==> src/rtl/fpd_pkg.sv <==
package fpd_pkg;
  localparam int unsigned STATE_W = 3;
  typedef logic [STATE_W-1:0] fpd_state_t;

  // adjacent codes: first-bit pair differs in bit0, parity pair differs in bit0
  localparam fpd_state_t ST_START = 3'b000;
  localparam fpd_state_t ST_HEAD0 = 3'b100;
  localparam fpd_state_t ST_HEAD1 = 3'b101;
  localparam fpd_state_t ST_EVEN  = 3'b110;  // prefix 00 or 11
  localparam fpd_state_t ST_ODD   = 3'b111;  // prefix 01 or 10

  function automatic logic is_legal(fpd_state_t s);
    return (s == ST_START) || (s == ST_HEAD0) || (s == ST_HEAD1) ||
           (s == ST_EVEN)  || (s == ST_ODD);
  endfunction
endpackage

==> src/rtl/fpd_next.sv <==
module fpd_next
  import fpd_pkg::*;
(
  input  fpd_state_t state_i,
  input  logic       bit_i,
  input  logic       valid_i,
  output fpd_state_t state_o
);
  always_comb begin
    state_o = state_i;
    if (valid_i) begin
      unique case (state_i)
        ST_START: state_o = bit_i ? ST_HEAD1 : ST_HEAD0;
        ST_HEAD0: state_o = bit_i ? ST_ODD   : ST_EVEN;
        ST_HEAD1: state_o = bit_i ? ST_EVEN  : ST_ODD;
        default:  state_o = ST_START;  // third bit, or unused code recovery
      endcase
    end
  end
endmodule

==> src/rtl/fpd_out.sv <==
module fpd_out
  import fpd_pkg::*;
(
  input  logic       clk_i,
  input  logic       rst_ni,
  input  fpd_state_t state_i,
  input  logic       bit_i,
  input  logic       valid_i,
  output logic       hit_o
);
  logic last_bit;
  assign last_bit = (state_i == ST_EVEN) || (state_i == ST_ODD);

  always_comb begin
    hit_o = 1'b0;
    if (valid_i && last_bit)
      hit_o = (state_i == ST_EVEN) ? bit_i : ~bit_i;
  end


  idle_quiet_chk: assert property (@(posedge clk_i) disable iff (!rst_ni)
    !valid_i |-> !hit_o);

  hit_phase_chk: assert property (@(posedge clk_i) disable iff (!rst_ni)
    hit_o |-> (valid_i && state_i[2:1] == 2'b11));

  odd_even_hit_chk: assert property (@(posedge clk_i) disable iff (!rst_ni)
    (valid_i && state_i == ST_EVEN && bit_i) |-> hit_o);
endmodule

==> src/rtl/fpd_detector.sv <==
module fpd_detector
  import fpd_pkg::*;
(
  input  logic clk_i,
  input  logic rst_ni,
  input  logic bit_i,
  input  logic valid_i,
  output logic hit_o
);
  fpd_state_t state_q, state_d;

  fpd_next u_next (
    .state_i (state_q),
    .bit_i   (bit_i),
    .valid_i (valid_i),
    .state_o (state_d)
  );

  fpd_out u_out (
    .clk_i   (clk_i),
    .rst_ni  (rst_ni),
    .state_i (state_q),
    .bit_i   (bit_i),
    .valid_i (valid_i),
    .hit_o   (hit_o)
  );

  always_ff @(posedge clk_i or negedge rst_ni) begin
    if (!rst_ni) state_q <= ST_START;
    else         state_q <= state_d;
  end


  hold_chk: assert property (@(posedge clk_i) disable iff (!rst_ni)
    !valid_i |=> $stable(state_q));

  frame_wrap_chk: assert property (@(posedge clk_i) disable iff (!rst_ni)
    (valid_i && state_q[2:1] == 2'b11) |=> (state_q == ST_START));

  single_hit_chk: assert property (@(posedge clk_i) disable iff (!rst_ni)
    hit_o |=> !hit_o);

  legal_code_chk: assert property (@(posedge clk_i) disable iff (!rst_ni)
    is_legal(state_q));
endmodule

==> config.mk <==
export PLATFORM = sky130hd
export DESIGN_NAME = fpd_detector
export DESIGN_NICKNAME = d
export VERILOG_FILES = /design/src/rtl/fpd_pkg.sv /design/src/rtl/fpd_next.sv /design/src/rtl/fpd_out.sv /design/src/rtl/fpd_detector.sv
export SDC_FILE = /design/constraint.sdc
export NUM_CORES = 1
export LEC_CHECK = 0
export ABC_AREA = 1
export CAP_MARGIN = 5
export CORE_AREA = 4 4 41 43
export DETAILED_ROUTE_END_ITERATION = 8
export DIE_AREA = 0 0 45 47
export GPL_TIMING_DRIVEN = 0
export SYNTH_ARGS = -nofsm -noshare
export SYNTH_HDL_FRONTEND = slang
export SYNTH_SLANG_ARGS = --single-unit
==> constraint.sdc <==
create_clock -name clk_i -period 1.1 [get_ports clk_i]
set_clock_uncertainty 0.2 [all_clocks]
set_input_delay 0.11 -clock clk_i [delete_from_list [all_inputs] [get_ports clk_i]]
set_output_delay 0.11 -clock clk_i [all_outputs]
set_load 0.03 [all_outputs]
* Word-level counts from Yosys, hierarchy flattened *
Index checks and enable logic that the tools add are counted.

word-level totals
  bits in latches = 0
  memories = 0
  logic and storage cells = 15
  input bits = 4
  RAM bits = 0
  ROM bits = 0
  register bits after elaboration = 3
  output and inout bits = 1

cells by class
  bitwise operators = 1
  $mul = 0
  eq/ne operators = 4
  order comparisons = 0
  $add $sub $neg = 0
  div/mod/pow operators = 0
  reductions and logical operators = 3
  shift operators = 0
  muxes and demuxes = 6

operators by type and width
  cell                                   number
  3-bit == test (second input constant)  4
  3-bit one-hot mux with 3 select lines  1
  1-bit two-way mux                      5
  3-bit logical NOT                      1
  1-bit logical AND                      1
  1-bit logical OR                       1
  1-bit inverter                         1

* Depth between registers and ports, before layout *
  word-level depth = 4
  mapped depth = 5
  depth with buffers taken out = 5

* Cells and area by module *
From an unflattened synthesis, not the netlist that was laid out.

unflattened totals
  cells, all modules = 24
  area total of the unflattened synthesis = 170.2 µm²

by module, submodules not included
  module        instances  cells an instance  area an instance (µm²)
  fpd_detector  1          3                  75.1
  fpd_next      1          14                 65.1
  fpd_out       1          7                  30.0

* Worst setup path after synthesis *
Ideal clock, no wire load.

  path kind = register to output
  start point = register state_q[0]
  end point = output hit_o
  required time = 0.790 ns
  setup slack = -0.185 ns
  path buffers = 0
  arrival time = 0.975 ns
  stages on the path, launching flop included = 4
  cells stage by stage = dfrtp_1 > inv_1 > nand2_1 > a21oi_1

between the ends
  word-level cells in the longest chain between the ends = 4
  elaborated cells on any way between the ends = 6
  those cells by class = eq/ne: 2; mux: 2; reduce/logical: 2

RTL lines
  what                              line                          text
  from (decl)                       fpd_detector.sv:10            fpd_state_t state_q, state_d;
  from (signal assigned)            fpd_detector.sv:30            else state_q <= state_d;
  3-bit == test (on tied branches)  fpd_out.sv:12, fpd_out.sv:17
  1-bit logical OR                  fpd_out.sv:12                 assign last_bit = (state_i == ST_EVEN) || (state_i == ST_ODD);
  1-bit logical AND                 fpd_out.sv:16                 if (valid_i && last_bit)
  1-bit two-way mux *               fpd_out.sv:16
  to (decl)                         fpd_detector.sv:8             output logic hit_o

Every way passes the cells marked *; elsewhere a longest branch is shown, timed or not.

* Worst setup path after layout *
Same ends and word-level chain as after synthesis.

==> flow_summary.toml <==
[drt]
ant_nets = 0
drt-vias-per-instance = 3.24
drcViolationCount = 0
wirelength_microns = 311
drt_first_iter_violations = 1
drt_first_pass_iters = 2
wl_per_cell_microns = 6.76
vias = 149

[global_routing]
antenna_found_initial = 0
grt_max_degree = 6
grt_pass1_vias = 155
grt_pass1_wl_microns = 524
grt.overflow.total = 0
grtUsageTotal_pct = 4.51

[worst_setup_path]
r2r_setup_slack_ps = 80
critPathRequiredTime_ps = 790
cp.arrival_ps = 1020
end_kind = "output pin"
crit_type = "reg2out"
worstPathMaxFanout = 3
crit_path_start_kind = "flop"

[pwr]
p_leak_nw = 0.125
power_per_cell_area_nw_per_um2 = 1880
power_w = 0.000493
ir_worst_vdd_mv = 0.373

[placement]
globalplace.congestion = 0.637
hpwl_microns = 249
io_buffers = 4
placed_area_sq_um = 223

[sta]
worst_slew_pin_slew_ps = 143
hold_ws_ps = 98.2
period_share_pct = 120
rsz0062_at_grt = "yes"
fin_ws_ps = -225
tns_ps = -225
fmax_mhz = 755
fin_crit_ps = 1330
final-setup-viol-count = 1
slew_headroom_pct = 90.4
finalHoldViolations = 0
finalMaxSlewViolations = 0

[cts]
clk_path_buf_depth = 2
insertion_delay_ps = 230
cts_inserted_buffers = 3
cts_tree = "yes"
clock_sinks = 3
h-tree-depth = 1
root_buffer = "clkbuf_4"
path_clk_slew_ps = 40

[logic_synthesis]
yosys_warnings = 0
synth-seq-cells = 3
syn_area_sq_um = 153
synth_cell_type_count = 7
syn_nets = 26
yosysTopAreaCell = "dfrtp_1"
synth.top_cell.area_share_pct = 49.2
avgSynthCellArea_sq_um = 6.94
seq_area_frac_synth_pct = 49.2
synth_area_leaders = "dfrtp_1, nand2_1, inv_1"
synthCells = 22

[floorplan]
core_sq_um = 1300
initial_core_util_pct = 11.7
fp.dieW_microns = 45
ios = 5
rows = 13
dieArea_sq_um = 2120
die_h_microns = 47

[layout]
reg.largest.list = "state_q (3)"
antenna_cells = 0
regMostFlops = "state_q"
drive_above_1_share_pct = 22.6
largest_reg_flops = 3
area_growth_pct = 71.3
nets = 36
stdcell_area_sq_um = 262

[outcome]
status = "finished, violations left"
failed_checks = "setup timing"

[run]
maxCapViolations = 0

[hold_path]
hold_class = "in2reg"
-- per-layer routing --
layer / share of wire, % / GRT usage, % / up-vias
met5: 0 / 0 / -
met1: 44 / 3.64 / 61
met4: 0 / 10.5 / 0
met2: 50 / 4.80 / 3
met3: 6.4 / 2.30 / 0
li1: - / - / 85
-- power breakdown --
part	switching (W)	internal [W]	leakage (nW)	total (W)
clock	0.0000530	0.000136	0.0150	0.000189
combinational	0.0000753	0.0000517	0.0730	0.000127
sequential	0.0000290	0.000148	0.0374	0.000177
total	0.000157	0.000335	0.125	0.000493
-- final cells by class --
| type | instances | area, sq um |
|---|---|---|
| fillers | 157 | 1040 |
| multi-input cells | 15 | 76.3 |
| flip-flops and latches | 3 | 75.1 |
| inverters | 4 | 15.0 |
| clock buffers | 4 | 26.3 |
| repair buffers | 5 | 50.0 |
| well taps | 15 | 18.8 |
-- cells by family (layout without fill, tap and decap cells) --
| family | Yosys count | after routing | synth area share [%] |
|---|---|---|---|
| AO/OA/AOI/OAI | 3 | 3 | 9.83 |
| AND/OR/NAND/NOR | 12 | 12 | 31.2 |
| buffers and inverters | 4 | 13 | 9.83 |
| flip-flops | 3 | 3 | 49.2 |
-- cell usage after synthesis --
library cell  instances
a21oi_1               1
dfrtp_1               3
inv_1                 4
nand2_1               8
nand3_1               2
nor2_1                2
o21ai_0               2
-- stage by stage --
stage / setup WS (ps) / utilization (%) / instances
5_1_grt: -291 / 20.1 / 46
6_report: -225 / 20.1 / 46
2_1_floorplan: 31.5 / - / 22
4_1_cts: -239 / 20.1 / 46
3_3_place_gp: -788 / 17.1 / 41
3_5_place_dp: -794 / 17.1 / 41
-- worst paths after layout --
check,endpoint,depth (start not counted),startpoint
worst max register to register,state_q[0],4,state_q[0]
worst min-delay path,state_q[1],2,valid_i
worst min register to register,state_q[0],2,state_q[0]
worst max-delay path,hit_o,3,state_q[0]
min in group asynchronous,state_q[1],2,rst_ni
max in group asynchronous,state_q[2],2,rst_ni
-- what timing repair did --
| item | in CTS | in global routing |
|---|---|---|
| hold buffers | 1 | 0 |
| endpoints found under the setup margin | 1 | 1 |
| buffers inserted | 0 | 0 |
| gates cloned | 0 | 0 |
| resized for setup | 10 | 0 |
| endpoints found under the hold margin | 3 | 0 |
-- layout by cell type, fill, tap and decap left out --
master,count
dlygate4sd2_1,1
nand2_2,1
o21ai_0,2
nand2_1,7
inv_2,1
buf_6,1
clkdlybuf4s50_1,2
nand3_1,2
dfrtp_1,3
clkbuf_4,3
a21oi_4,1
nor2_1,2
clkbuf_1,1
dlygate4sd3_1,1
inv_1,3
-- worst max-delay path, cell delays in order (launching register included) --
cell	delay [ps]
dfrtp_1	370
nand2_1	120
a21oi_4	160
buf_6	140
(Power assumes the default switching activity.)
